### src/rtl/irq_cyc_pkg.sv
package irq_cyc_pkg;
   typedef enum logic [2:0] {
      PH_IDLE = 3'd0,
      PH_CAP  = 3'd1,
      PH_WR   = 3'd2,
      PH_LD   = 3'd3,
      PH_RD   = 3'd4,
      PH_RLD  = 3'd5
   } ph_t;
endpackage

### src/rtl/irq_cyc_flags.sv
module irq_cyc_flags (
   input  logic clk,
   input  logic rst_n,
   input  logic irq_req,
   input  logic ien_set,
   input  logic take,
   output logic irq_en,
   output logic irq_pend
);
   // entry clears both flags; the clear outranks a same-cycle set
   always_ff @(posedge clk) begin
      if (!rst_n) begin
         irq_en   <= 1'b0;
         irq_pend <= 1'b0;
      end else begin
         if (take)         irq_en <= 1'b0;
         else if (ien_set) irq_en <= 1'b1;

         if (take)         irq_pend <= 1'b0;
         else if (irq_req) irq_pend <= 1'b1;
      end
   end
endmodule

### src/rtl/irq_cyc_seq.sv
module irq_cyc_seq
   import irq_cyc_pkg::*;
(
   input  logic clk,
   input  logic rst_n,
   input  logic exec_done,
   input  logic ret_req,
   input  logic irq_en,
   input  logic irq_pend,
   input  logic irq_req,
   output logic take,
   output logic ret_go,
   output ph_t  ph,
   output logic fetch_go
);
   ph_t  ph_nxt;
   logic idle;
   logic plain_done;

   assign idle       = (ph == PH_IDLE);
   assign ret_go     = idle && ret_req;
   assign take       = idle && !ret_req && exec_done && irq_en && (irq_pend || irq_req);
   assign plain_done = idle && !ret_req && exec_done && !take;

   always_comb begin
      ph_nxt = ph;
      unique case (ph)
         PH_IDLE: begin
            if (ret_go)    ph_nxt = PH_RD;
            else if (take) ph_nxt = PH_CAP;
         end
         PH_CAP:  ph_nxt = PH_WR;
         PH_WR:   ph_nxt = PH_LD;
         PH_LD:   ph_nxt = PH_IDLE;
         PH_RD:   ph_nxt = PH_RLD;
         PH_RLD:  ph_nxt = PH_IDLE;
         default: ph_nxt = PH_IDLE;
      endcase
   end

   always_ff @(posedge clk) begin
      if (!rst_n) begin
         ph       <= PH_IDLE;
         fetch_go <= 1'b0;
      end else begin
         ph       <= ph_nxt;
         fetch_go <= plain_done || (ph == PH_LD) || (ph == PH_RLD);
      end
   end
endmodule

### src/rtl/irq_cyc_dp.sv
module irq_cyc_dp
   import irq_cyc_pkg::*;
#(
   parameter int ADDR_W    = 12,
   parameter int DATA_W    = 16,
   parameter int SAVE_ADDR = 0,
   parameter int ISR_ADDR  = 1
) (
   input  logic              clk,
   input  logic              rst_n,
   input  ph_t               ph,
   input  logic              take,
   input  logic              ret_go,
   input  logic [ADDR_W-1:0] pc_cur,
   input  logic [DATA_W-1:0] mem_rdata,
   output logic              pc_load,
   output logic [ADDR_W-1:0] pc_load_val,
   output logic              mem_we,
   output logic              mem_re,
   output logic [ADDR_W-1:0] mem_addr,
   output logic [DATA_W-1:0] mem_wdata,
   output logic              busy
);
   localparam logic [ADDR_W-1:0] SAVE_A = ADDR_W'(SAVE_ADDR);
   localparam logic [ADDR_W-1:0] ISR_A  = ADDR_W'(ISR_ADDR);

   logic [ADDR_W-1:0] mar_q;
   logic [DATA_W-1:0] mbr_q;
   logic [DATA_W-1:0] pc_ext;
   logic [ADDR_W-1:0] rd_pc;

   generate
      if (DATA_W > ADDR_W) begin : g_pad
         logic unused_rd_hi;
         assign pc_ext       = {{(DATA_W-ADDR_W){1'b0}}, pc_cur};
         assign rd_pc        = mem_rdata[ADDR_W-1:0];
         assign unused_rd_hi = ^mem_rdata[DATA_W-1:ADDR_W];
      end else begin : g_flat
         assign pc_ext = pc_cur;
         assign rd_pc  = mem_rdata;
      end
   endgenerate

   always_ff @(posedge clk) begin
      if (!rst_n) begin
         mar_q <= '0;
         mbr_q <= '0;
      end else begin
         if (take || ret_go) mar_q <= SAVE_A;
         if (ph == PH_CAP)   mbr_q <= pc_ext;
      end
   end

   assign mem_addr    = mar_q;
   assign mem_wdata   = mbr_q;
   assign mem_we      = (ph == PH_WR);
   assign mem_re      = (ph == PH_RD);
   assign pc_load     = (ph == PH_LD) || (ph == PH_RLD);
   assign pc_load_val = (ph == PH_LD) ? ISR_A : rd_pc;
   assign busy        = (ph != PH_IDLE);
endmodule

### src/rtl/irq_cycle_ctrl.sv
module irq_cycle_ctrl
   import irq_cyc_pkg::*;
#(
   parameter int ADDR_W    = 12,
   parameter int DATA_W    = 16,
   parameter int SAVE_ADDR = 0,
   parameter int ISR_ADDR  = 1
) (
   input  logic              clk,
   input  logic              rst_n,
   input  logic              exec_done,
   input  logic              irq_req,
   input  logic              ien_set,
   input  logic              ret_req,
   input  logic [ADDR_W-1:0] pc_cur,
   input  logic [DATA_W-1:0] mem_rdata,
   output logic              pc_load,
   output logic [ADDR_W-1:0] pc_load_val,
   output logic              mem_we,
   output logic              mem_re,
   output logic [ADDR_W-1:0] mem_addr,
   output logic [DATA_W-1:0] mem_wdata,
   output logic              fetch_go,
   output logic              busy,
   output logic              irq_en,
   output logic              irq_pend
);
   generate
      if (ADDR_W < 2)
         $error("irq_cycle_ctrl: ADDR_W must be at least 2");
      if (DATA_W < ADDR_W)
         $error("irq_cycle_ctrl: DATA_W must hold a full program counter");
      if (SAVE_ADDR == ISR_ADDR)
         $error("irq_cycle_ctrl: save and routine addresses must differ");
      if (SAVE_ADDR < 0 || SAVE_ADDR >= (1 << ADDR_W))
         $error("irq_cycle_ctrl: SAVE_ADDR outside address range");
      if (ISR_ADDR < 0 || ISR_ADDR >= (1 << ADDR_W))
         $error("irq_cycle_ctrl: ISR_ADDR outside address range");
   endgenerate

   ph_t  ph;
   logic take;
   logic ret_go;

   irq_cyc_flags u_flags (
      .clk      (clk),
      .rst_n    (rst_n),
      .irq_req  (irq_req),
      .ien_set  (ien_set),
      .take     (take),
      .irq_en   (irq_en),
      .irq_pend (irq_pend)
   );

   irq_cyc_seq u_seq (
      .clk       (clk),
      .rst_n     (rst_n),
      .exec_done (exec_done),
      .ret_req   (ret_req),
      .irq_en    (irq_en),
      .irq_pend  (irq_pend),
      .irq_req   (irq_req),
      .take      (take),
      .ret_go    (ret_go),
      .ph        (ph),
      .fetch_go  (fetch_go)
   );

   irq_cyc_dp #(
      .ADDR_W    (ADDR_W),
      .DATA_W    (DATA_W),
      .SAVE_ADDR (SAVE_ADDR),
      .ISR_ADDR  (ISR_ADDR)
   ) u_dp (
      .clk         (clk),
      .rst_n       (rst_n),
      .ph          (ph),
      .take        (take),
      .ret_go      (ret_go),
      .pc_cur      (pc_cur),
      .mem_rdata   (mem_rdata),
      .pc_load     (pc_load),
      .pc_load_val (pc_load_val),
      .mem_we      (mem_we),
      .mem_re      (mem_re),
      .mem_addr    (mem_addr),
      .mem_wdata   (mem_wdata),
      .busy        (busy)
   );
endmodule

### config.mk
export PLATFORM = sky130hd
export DESIGN_NAME = irq_cycle_ctrl
export DESIGN_NICKNAME = d
export VERILOG_FILES = /design/src/rtl/irq_cyc_pkg.sv /design/src/rtl/irq_cyc_flags.sv /design/src/rtl/irq_cyc_seq.sv /design/src/rtl/irq_cyc_dp.sv /design/src/rtl/irq_cycle_ctrl.sv
export SDC_FILE = /design/constraint.sdc
export NUM_CORES = 1
export LEC_CHECK = 0
export BUFFER_PORTS_ARGS = -buffer_cell sky130_fd_sc_hd__buf_4
export CORE_MARGIN = 10
export CORE_UTILIZATION = 39
export CTS_BUF_LIST = sky130_fd_sc_hd__clkbuf_8
export CTS_CLUSTER_DIAMETER = 150
export DETAILED_ROUTE_END_ITERATION = 10
export PLACE_DENSITY_LB_ADDON = 0.05
export SLEW_MARGIN = 10
export SYNTH_ARGS = -nofsm -noshare
export SYNTH_HDL_FRONTEND = slang
export SYNTH_SLANG_ARGS = --single-unit
### constraint.sdc
create_clock -name clk -period 1.5 [get_ports clk]
set_clock_uncertainty 0.05 [all_clocks]
set_input_delay 0.075 -clock clk [delete_from_list [all_inputs] [get_ports clk]]
set_output_delay 0.075 -clock clk [all_outputs]
set_load 0.005 [all_outputs]
==> results.toml <==
[worst_setup_path]
arrival_ns = 1.28
critPathKind = "reg -> out"
setup.worst_path.start_class = "flop"
crit-reg2reg-launch = "u_seq.ph[1]"
crit_start = "u_seq.ph[1]"
crit_fanout = 12
endpoint_kind = "primary output"
worstPathRequired_ns = 1.37
r2r.worst_path.cells = 3

[cts]
clk_latency_ns = 0.24
htreeDepth = 1
clkTransAtPathRegs_ns = 0.06
clock-sinks = 18
cts_root_buf = "clkbuf_8"
clockBufferDepth = 2
cts_tree = "done"
cts_made_buffers = 3
cts_hold_buf = 0

[timing]
max_freq_mhz = 712
rsz0062_at_grt = "no"
fin_crit_sh = 0.936
post-route-min-period_ns = 1.40
setup_violations = 0
tns_ns = 0
hold_viol_final = 0
drv_slew = 0

[flow_run]
maxCapViolCount = 0

[die]
initial_core_util = 0.404
dieArea_um2 = 4930
die_w_um = 70.2
die_h_um = 70.2
coreArea_um2 = 2430
ioPinCount = 81
rows = 18

[routing]
wire_per_inst_um = 13.9
routed_wl_um = 2650
vias = 801
drc_errors = 0
drt_iter0_markers = 7
first_pass_iters = 2
ant_nets = 0
vias_per_cell = 4.22

[layout]
stdcell_count = 190
nFillCells = 223
area_growth_syn_to_layout_pct = 45.4
drive_gt1_frac = 0.444
nets = 196
antennaDiodeCount = 0
final_util = 0.587

[global_route]
grt_pass1_wl_um = 4250
grt_pass1_vias = 847
antenna_found_initial = 0
grt_use_total = 0.103
grt_max_degree = 19
overflow = 0

[power]
power_uw = 1230
power_density_nw_per_um2 = 864
peakVddDrop_uv = 520
power.leakage_uw = 0.000661

[worst_hold_path]
worstHoldStart = "ien_set"
min_delay_path_depth = 3
min_path_type = "in -> reg"

[synth]
ys_seq_area_frac = 0.367
netlist-cell-type-count = 23
syn_inst = 101
netlist_area_um2 = 982
ys_ff_latch = 18
syn_area_per_cell_um2 = 9.72
synth_warnings = 0

[run_status]
status = "completed"

[place]
dp_cells = 186
io_buffers = 60
dp_hpwl_um = 2280
gp_congestion = 0.692
==> cell type report <==
| type | instances | area [µm²] | share of cell area |
|---|---|---|---|
| sequential | 18 | 363 | 0.254 |
| timing repair buffer | 63 | 485 | 0.340 |
| tap | 30 | 37.5 | 0.0263 |
| multi-input combinational | 76 | 500 | 0.351 |
| clock buffer | 3 | 41.3 | 0.0289 |
==> per-stage QoR <==
step | setup slack (ns) | hold slack, ns | instance area, µm²
floorplan | 0.232 | 0.153 | 1040
global placement | 0.122 | 0.273 | 1380
detailed placement | 0.0288 | 0.289 | 1380
CTS | 0.0921 | 0.0339 | 1430
global route | 0.0105 | 0.0354 | 1430
finish | 0.0956 | 0.0340 | 1430
==> worst paths after layout <==
check | to | slack [ns]
max | pc_load_val[6] | 0.1
min | u_flags.irq_en | 0.03
max reg2reg | u_flags.irq_pend | 0.22
min reg2reg | u_dp.mem_wdata[1] | 0.47
==> cells in the mapped netlist <==
| library cell | instances | area [µm²] |
|---|---|---|
| dfxtp_1 | 18 | 360 |
| buf_4 | 17 | 128 |
| and2_1 | 12 | 75.1 |
| mux2i_1 | 12 | 120 |
| nor2b_1 | 12 | 75.1 |
| o21ai_0 | 5 | 25.0 |
| nor2_1 | 3 | 11.3 |
| nor3b_1 | 3 | 22.5 |
| buf_6 | 2 | 22.5 |
| clkbuf_1 | 2 | 7.51 |
| nand2b_1 | 2 | 12.5 |
| nor3_1 | 2 | 10.0 |
| and4b_1 | 1 | 10.0 |
| buf_12 | 1 | 20.0 |
| conb_1 | 1 | 3.75 |
| nand2_1 | 1 | 3.75 |
| nand3b_1 | 1 | 7.51 |
| nor3b_2 | 1 | 12.5 |
| nor3b_4 | 1 | 18.8 |
| o21a_1 | 1 | 7.51 |
| or3_4 | 1 | 11.3 |
| xnor2_1 | 1 | 8.76 |
| xor2_1 | 1 | 8.76 |
==> kinds of logic after synthesis <==
family,after synthesis,share of synthesized area
buffers and inverters,22,0.181
flip-flops,18,0.367
other,1,0.00382
XOR/XNOR,2,0.0178
AND/OR/NAND/NOR,40,0.275
multiplexers,12,0.122
AO/OA/AOI/OAI,6,0.0331
==> cells in the final DEF (no fill, tap or decap), drive strengths merged <==
cell type,count
buf,63
dfxtp,18
conb,16
and2,12
mux2i,12
nor2b,12
o21ai,5
nor3b,5
nor2,3
clkbuf,3
nand2b,2
nor3,2
or3,1
nand3b,1
xor2,1
o21a,1
xnor2,1
nand2,1
and4b,1
==> critical path: stages, from the launching register on <==
cell and delay (ns):
dfxtp_2 0.45, nand3b_1 0.11, buf_4 0.17, and2_1 0.16, buf_4 0.13
==> power breakdown <==
group	total [µW]	internal, µW	leakage [µW]	switching (µW)
clock network	323	178	0.0000216	146
logic	351	223	0.000492	128
registers	559	519	0.000148	39.5
total	1230	920	0.000661	314
==> flip-flops by register name, indices dropped and copies added, names as in the netlist <==
signal	count
u_flags.irq_pend	1
u_dp.mem_wdata	12
u_seq.fetch_go	1
u_flags.irq_en	1
u_seq.ph	3
==> what timing repair did <==
action	CTS	global route
buffers inserted	1	0
gates resized for setup	2	0
endpoints found under the setup margin	12	0
==> routing by layer <==
| metal | GRT usage | share of wire | wire (µm) | vias to the layer above |
|---|---|---|---|---|
| met5 | 0 | 0 | 0 | - |
| met4 | 0.0197 | 0 | 0 | 0 |
| met3 | 0.0833 | 0.16 | 421 | 0 |
| met2 | 0.154 | 0.45 | 1190 | 48 |
| met1 | 0.110 | 0.39 | 1030 | 339 |
| li1 | - | - | - | 414 |
Note: power is estimated with default switching activity, not from simulation.
